[config.mk]
export PLATFORM = sky130hd
export DESIGN_NAME = pwm10_gen
export DESIGN_NICKNAME = d
export VERILOG_FILES = /design/src/rtl/pwm10_pkg.sv /design/src/rtl/pwm10_settings.sv /design/src/rtl/pwm10_counter.sv /design/src/rtl/pwm10_compare.sv /design/src/rtl/pwm10_gen.sv
export SDC_FILE = /design/constraint.sdc
export NUM_CORES = 1
export LEC_CHECK = 0
export BUFFER_PORTS_ARGS = -buffer_cell sky130_fd_sc_hd__buf_2
export CAP_MARGIN = 20
export CORE_AREA = 2 2 56 58
export CTS_CLUSTER_DIAMETER = 50
export DETAILED_ROUTE_END_ITERATION = 8
export DIE_AREA = 0 0 58 60
export PLACE_DENSITY = 0.74
export SKIP_CTS_REPAIR_TIMING = 1
export SKIP_LAST_GASP = 1
export SYNTH_ARGS = -nofsm -noshare
export SYNTH_HDL_FRONTEND = slang
export SYNTH_SLANG_ARGS = --single-unit
[constraint.sdc]
create_clock -name clk -period 6.37 [get_ports clk]
set_input_delay 0.637 -clock clk [delete_from_list [all_inputs] [get_ports clk]]
set_output_delay 0.637 -clock clk [all_outputs]
set_load 0.03 [all_outputs]
[src/rtl/pwm10_pkg.sv]
package pwm10_pkg;
  // Count bits below the period setting; one period = 2**SCALE_BITS * (P+1) clocks.
  localparam int unsigned SCALE_BITS = 2;
endpackage

[src/rtl/pwm10_settings.sv]
module pwm10_settings
  import pwm10_pkg::*;
#(
  parameter int unsigned PER_W = 8,
  localparam int unsigned CNT_W = PER_W + SCALE_BITS
) (
  input  logic                  clk,
  input  logic                  rst,
  input  logic                  load_i,
  input  logic [PER_W-1:0]      period_i,
  input  logic [PER_W-1:0]      duty_hi_i,
  input  logic [SCALE_BITS-1:0] duty_lo_i,
  output logic [CNT_W-1:0]      last_o,
  output logic [CNT_W-1:0]      duty_nx_o
);
  logic [PER_W-1:0] per_q;
  logic [CNT_W-1:0] duty_q;
  logic [CNT_W-1:0] duty_in;

  assign duty_in   = {duty_hi_i, duty_lo_i};
  assign duty_nx_o = load_i ? duty_in : duty_q;
  assign last_o    = {per_q, {SCALE_BITS{1'b1}}};

  always_ff @(posedge clk) begin
    if (rst) begin
      per_q  <= '0;
      duty_q <= '0;
    end else if (load_i) begin
      per_q  <= period_i;
      duty_q <= duty_in;
    end
  end

  // active settings frozen between period starts
  a_r5_hold_between_wraps: assert property (@(posedge clk) disable iff (rst)
    !load_i |=> ($stable(per_q) && $stable(duty_q)));
  // a capture takes the values present at the period start
  a_r5_capture: assert property (@(posedge clk) disable iff (rst)
    load_i |=> (per_q == $past(period_i)));
endmodule

[src/rtl/pwm10_counter.sv]
module pwm10_counter
  import pwm10_pkg::*;
#(
  parameter int unsigned PER_W = 8,
  localparam int unsigned CNT_W = PER_W + SCALE_BITS
) (
  input  logic             clk,
  input  logic             rst,
  input  logic             en_i,
  input  logic [CNT_W-1:0] last_i,
  output logic [CNT_W-1:0] cnt_nx_o,
  output logic             load_o
);
  logic [CNT_W-1:0] cnt_q;
  logic             run_q;
  logic             restart;

  assign restart  = !run_q || (cnt_q == last_i);
  assign load_o   = en_i && restart;
  assign cnt_nx_o = (!en_i || restart) ? '0 : cnt_q + CNT_W'(1);

  always_ff @(posedge clk) begin
    if (rst) begin
      cnt_q <= '0;
      run_q <= 1'b0;
    end else begin
      cnt_q <= cnt_nx_o;
      run_q <= en_i;
    end
  end

  // count never leaves the active period
  a_r1_cnt_in_range: assert property (@(posedge clk) disable iff (rst)
    cnt_q <= last_i);
  // disabled counter parks at zero
  a_r7_idle_zero: assert property (@(posedge clk) disable iff (rst)
    !en_i |=> (cnt_q == '0));
endmodule

[src/rtl/pwm10_compare.sv]
module pwm10_compare
  import pwm10_pkg::*;
#(
  parameter int unsigned PER_W = 8,
  localparam int unsigned CNT_W = PER_W + SCALE_BITS
) (
  input  logic             clk,
  input  logic             rst,
  input  logic             en_i,
  input  logic             load_i,
  input  logic [CNT_W-1:0] cnt_nx_i,
  input  logic [CNT_W-1:0] duty_nx_i,
  output logic             pwm_o,
  output logic             wrap_o
);
  always_ff @(posedge clk) begin
    if (rst) begin
      pwm_o  <= 1'b0;
      wrap_o <= 1'b0;
    end else begin
      pwm_o  <= en_i && (cnt_nx_i < duty_nx_i);
      wrap_o <= load_i;
    end
  end

  // strobe lasts a single clock
  a_r6_wrap_single: assert property (@(posedge clk) disable iff (rst)
    wrap_o |=> !wrap_o);
  // parked block keeps both outputs low
  a_r7_idle_low: assert property (@(posedge clk) disable iff (rst)
    !en_i |=> (!pwm_o && !wrap_o));
  // zero duty never raises the output
  a_r4_zero_low: assert property (@(posedge clk) disable iff (rst)
    (duty_nx_i == '0) |=> !pwm_o);
  // output is high on a period start whenever duty is nonzero
  a_r2_start_high: assert property (@(posedge clk) disable iff (rst)
    (load_i && duty_nx_i != '0) |=> (pwm_o && wrap_o));
endmodule

[src/rtl/pwm10_gen.sv]
module pwm10_gen
  import pwm10_pkg::*;
#(
  parameter int unsigned PER_W = 8,
  localparam int unsigned CNT_W = PER_W + SCALE_BITS
) (
  input  logic                  clk,
  input  logic                  rst,
  input  logic                  en_i,
  input  logic [PER_W-1:0]      period_i,
  input  logic [PER_W-1:0]      duty_hi_i,
  input  logic [SCALE_BITS-1:0] duty_lo_i,
  output logic                  pwm_o,
  output logic                  wrap_o
);
  logic [CNT_W-1:0] last;
  logic [CNT_W-1:0] duty_nx;
  logic [CNT_W-1:0] cnt_nx;
  logic             load;

  pwm10_settings #(.PER_W(PER_W)) u_settings (
    .clk(clk), .rst(rst), .load_i(load), .period_i(period_i),
    .duty_hi_i(duty_hi_i), .duty_lo_i(duty_lo_i),
    .last_o(last), .duty_nx_o(duty_nx)
  );

  pwm10_counter #(.PER_W(PER_W)) u_counter (
    .clk(clk), .rst(rst), .en_i(en_i), .last_i(last),
    .cnt_nx_o(cnt_nx), .load_o(load)
  );

  pwm10_compare #(.PER_W(PER_W)) u_compare (
    .clk(clk), .rst(rst), .en_i(en_i), .load_i(load),
    .cnt_nx_i(cnt_nx), .duty_nx_i(duty_nx),
    .pwm_o(pwm_o), .wrap_o(wrap_o)
  );

  // reset leaves both outputs low
  a_r8_reset_low: assert property (@(posedge clk)
    rst |=> (!pwm_o && !wrap_o));
endmodule

* Word-level counts from Yosys, hierarchy flattened
Index checks and enable logic that the tools add are counted.
Cells by class: add/subtract/negate cells 1, magnitude comparators 1, equality and inequality tests 1, multiplexer cells 2, reductions and logical operators 6
Operator list (number):
- 2-to-1 mux 10 bit | 2
- adder 10 x 1 -> 10 bit, second input constant | 1
- equality test 10 bit | 1
- < comparator 10 bit | 1
- logical AND 1 bit | 2
- logical NOT 1 bit | 2
- logical OR 1 bit | 2
Word-level totals: register bits after elaboration 31, bits of input ports 21, output and inout port bits 2, word-level logic and storage cells 17

* Longest topological paths before layout
depth in word-level cells 6, mapped depth 12, depth with buffers taken out 11

* By module
From an unflattened synthesis, not the netlist that was laid out.
Second synthesis, totals: cells, all modules 168, area total of the unflattened synthesis 1657.8 µm²
By module, submodules not included:
- pwm10_settings | times used 1, cells each 60, area each 723.2 µm², seq. area each 360.3 µm²
- pwm10_counter | times used 1, cells each 74, area each 645.6 µm², seq. area each 220.2 µm²
- pwm10_compare | times used 1, cells each 34, area each 289.0 µm², seq. area each 40.0 µm²

* Worst setup path before layout
Ideal clock, no wire load.
path kind reg2reg, start register u_counter.cnt_q[0], end register u_compare.pwm_o, library setup time 0.086 ns, data arrival time 2.541 ns, data required time 6.284 ns, setup slack 3.744 ns, cell stages (with the launch flop) 13, path buffers 2, clock period less this slack 2.626 ns, path through dfxtp_1 -> ha_1 -> nand4_1 -> o41ai_2 -> buf_6 -> buf_12 -> mux2i_1 -> ha_1 -> nand4_1 -> nor2_1 -> a211oi_1 -> o211ai_1 -> a211oi_1
Between the ends: cells in the longest elaborated chain, start to end 6, elaborated cells on any way between the ends 9, those cells by class 1 x add/sub; 1 x order compare; 1 x eq/ne; 2 x mux; 4 x reduce/logical
RTL lines:
- start: declaration | line pwm10_counter.sv:14 | logic [CNT_W-1:0] cnt_q;
- start signal: assignment | line pwm10_counter.sv:27 | cnt_q <= cnt_nx_o;
- branches (longest 4 deep; another with adder 10 x 1 -> 10 bit)
- < comparator 10 bit (*) | line pwm10_compare.sv:21 | pwm_o <= en_i && (cnt_nx_i < duty_nx_i);
- logical AND 1 bit (*) | line pwm10_compare.sv:21
- end signal: assignment | line pwm10_compare.sv:21
- end: declaration | line pwm10_compare.sv:13 | output logic pwm_o,
Mark *: on every way between the ends. A chain may end at the register's enable or synchronous reset.

* Worst setup path in the final report
Same ends and word-level chain as after synthesis.

==> results.md <==
- Status: finished clean
- CTS Sinks: 31
- Synth async-reset ratio: 0%
- Pleak: 0.7507 nW
- Final Slew Violations: 0
- P&R area growth vs syn: 14.27%
- Startpoint types: flip-flop
- Crit end category: flip-flop
- Placer Congestion: 0.7737
- Ant. Diodes: 0
- Worst EP arrival: 3.65 ns
- Clk slew on worst S/H paths: 0.10 ns
- Register bit total from synthesis: 31
- Maximum vdd drop: 0.0001593 V
- Main synth FF type: dfxtp_1
- Core area: 2903 um2
- Total CTS buffers: 5
- Final hold vios: 0
- FP Rows: 20
- Synth Warn #: 0
- Wire length per cell: 13.59 um
- Post-layout net count: 214
- Post-route minimum period: 3.400 ns
- Starting Density: 51.64%
- Cell Area, Synth: 1499 um2
- GR Util All Layers: 19.41%
- Power Density: 239.2 nW/um2
- Mapped Nets: 189
- First-pass GRT wire length: 4947 um
- Chip height: 60 um
- Critical path required time: 6.62 ns
- Die width: 58 um
- Clock skew: 0.01055 ns
- Port bufs: 22
- # DRC: 0
- Boundary pin count: 23
- FF/Latch Area: 620.6 um2
- Slowest stage delay, CP: 0.55 ns
- Clk buf depth: 2
- Grt ovf: 0
- Hold crit path type: flip-flop to flip-flop
- Family with the most delay on the worst path: compound AO/OA/AOI/OAI gates
- Area of the multi-input gates: 832.0 um2
- Die area: 3480 um2
- Maximum clock rate: 294.1 MHz
- Layout Cells excl Fill: 217
- Dpl hpwl: 2332 um
- H-tree depth: 2
- Cells along the critical path: ha_1, nand4_1, o41ai_4, buf_4, mux2i_1, ha_1, nand4_1, nor2_1, a211oi_1, o211ai_1, a211oi_1
- Ratio of cells with drive above 1 in the final layout: 18.48%
- Slowest cell on crit path: o41ai_4
- Via count: 1190
- Mean Syn Cell Area: 9.487 um2
- Vias/cell: 5.484
- Worst Max-Slew Pin Slew: 0.5204 ns
- 1st-pass router iterations: 4
- Ratio of final minimum period to clock period: 53.38%
- CTS root buf: clkbuf_4
- Post-synth EDFFs: 0
- Final setup fails: 0
- RSZ-0062 raised after global routing: false
- Initial antenna violation count: 0
- Post-route ant nets: 0
- WP buf/inv: 1
- Vias in the first global route: 1174
- # fillers: 268
- Distinct cells, synth: 29
- CP Max Fanout: 13
- Routed wire length: 2950 um
- Setup TNS Final: 0 ns
- Largest net degree at the start of global routing: 20
- Sequential cell area fraction in the yosys report: 41.40%
- Placed Cells: 209
- Clock Latency Late Sink: 0.33 ns
- Number of max-cap violations: 0
- CTS tree: yes
- Max transition margin: 65.19%
- Synth Instances: 158
- DRT iter0 DRCs: 30
- CP Class: flip-flop to flip-flop
## through the flow
stage	total power [mW]	utilization [%]	setup slack, ns	instance area (um2)	hold WS (ns)
after floorplan	0.2421	-	3.744	1499	0.4612
after global placement	0.2530	56.03	3.247	1627	0.4741
after detailed placement	0.2554	56.03	3.010	1627	0.4917
after CTS	0.4146	59.01	2.977	1713	0.5157
after global routing	0.4298	59.01	2.787	1713	0.5445
final	0.4098	59.01	2.970	1713	0.5109
## cells by family after synthesis
group                      count (synthesis)  share of synthesized area [%]
adders and majority gates                 10                          8.347
muxes                                     18                          12.02
and+or+nand+nor                           61                          18.62
AOI/OAI and AO/OA                         13                          6.427
xor gates and xnor gates                  16                          9.349
buffers and inverters                      9                          3.839
DFF                                       31                          41.40
## Yosys cell counts (all sizes together) (2+ instances only)
library cell / number / area share (%)
mux2i: 18 / 12
buf: 2 / 2.1
clkbuf: 3 / 0.75
ha: 10 / 8.3
nor2: 38 / 9.7
xor2: 7 / 4.1
inv: 4 / 1.0
nand2b: 2 / 0.83
nand2: 2 / 0.50
a21o: 2 / 1.0
and3: 2 / 0.83
nand3: 10 / 3.7
xnor2: 9 / 5.3
dfxtp: 31 / 41
a211oi: 3 / 1.5
a21oi: 3 / 1.0
nand4: 3 / 1.3
## layout by cell type (no fill, tap or decap), types with 2 or more instances in the layout
cell      Yosys  routed
nand3_1       9       9
nand2b_1      2       2
and3_1        2       2
clkbuf_4      0       5
xnor2_1       9       9
ha_1         10      10
nand2_1       2       2
mux2i_1      18      18
nand4_1       3       3
buf_2         0      22
a21o_1        2       2
a211oi_1      3       3
dfxtp_1      31      31
inv_1         4       4
nor2_1       37      37
a21oi_1       3       3
xor2_1        7       7
## worst register-to-register path, cell delays in order (launching register included)
cell and delay, ns:
dfxtp_1 0.46, ha_1 0.30, nand4_1 0.19, o41ai_4 0.55, buf_4 0.35, mux2i_1 0.30, ha_1 0.30, nand4_1 0.14
nor2_1 0.09, a211oi_1 0.28, o211ai_1 0.16, a211oi_1 0.20
## worst paths after layout
path,slack (ns),end,cells past startpoint,start
hold / removal,0.51,u_settings.duty_q[8],2,u_settings.duty_q[8]
setup reg to reg,2.97,u_compare.pwm_o,11,u_counter.cnt_q[0]
setup / recovery,2.97,u_compare.pwm_o,11,u_counter.cnt_q[0]
hold reg to reg,0.51,u_settings.duty_q[8],2,u_settings.duty_q[8]
## flip-flops by register name, indices dropped and copies added (netlist names)
name	count
u_counter.cnt_q	10
u_compare.wrap_o	1
u_settings.per_q	8
u_counter.run_q	1
u_compare.pwm_o	1
u_settings.duty_q	10
## metal layers
layer	global-route usage (%)	wire length [um]	part of all wire [%]	vias to the layer above
met5	0	0	0	-
met2	35.39	1430	48	33
met1	20.05	1229	42	557
li1	-	-	-	590
met4	8.306	90	3.1	0
met3	6.926	199	6.7	10
## where the power goes
group / total, mW / switching, mW / internal, mW
clock network: 0.159 / 0.0665 / 0.0927
logic: 0.0442 / 0.0240 / 0.0203
registers: 0.206 / 0.00442 / 0.202
total: 0.410 / 0.0949 / 0.315
## layout make-up
class	instances	share of cell area (%)
multi-input cells	118	48.58
flip-flops and latches	31	36.23
repair buffers	23	6.866
clock buffers	6	2.995
well taps	33	2.411
clock inverters	2	2.045
inverters	4	0.8766
Power figures use the tool's default switching activity.
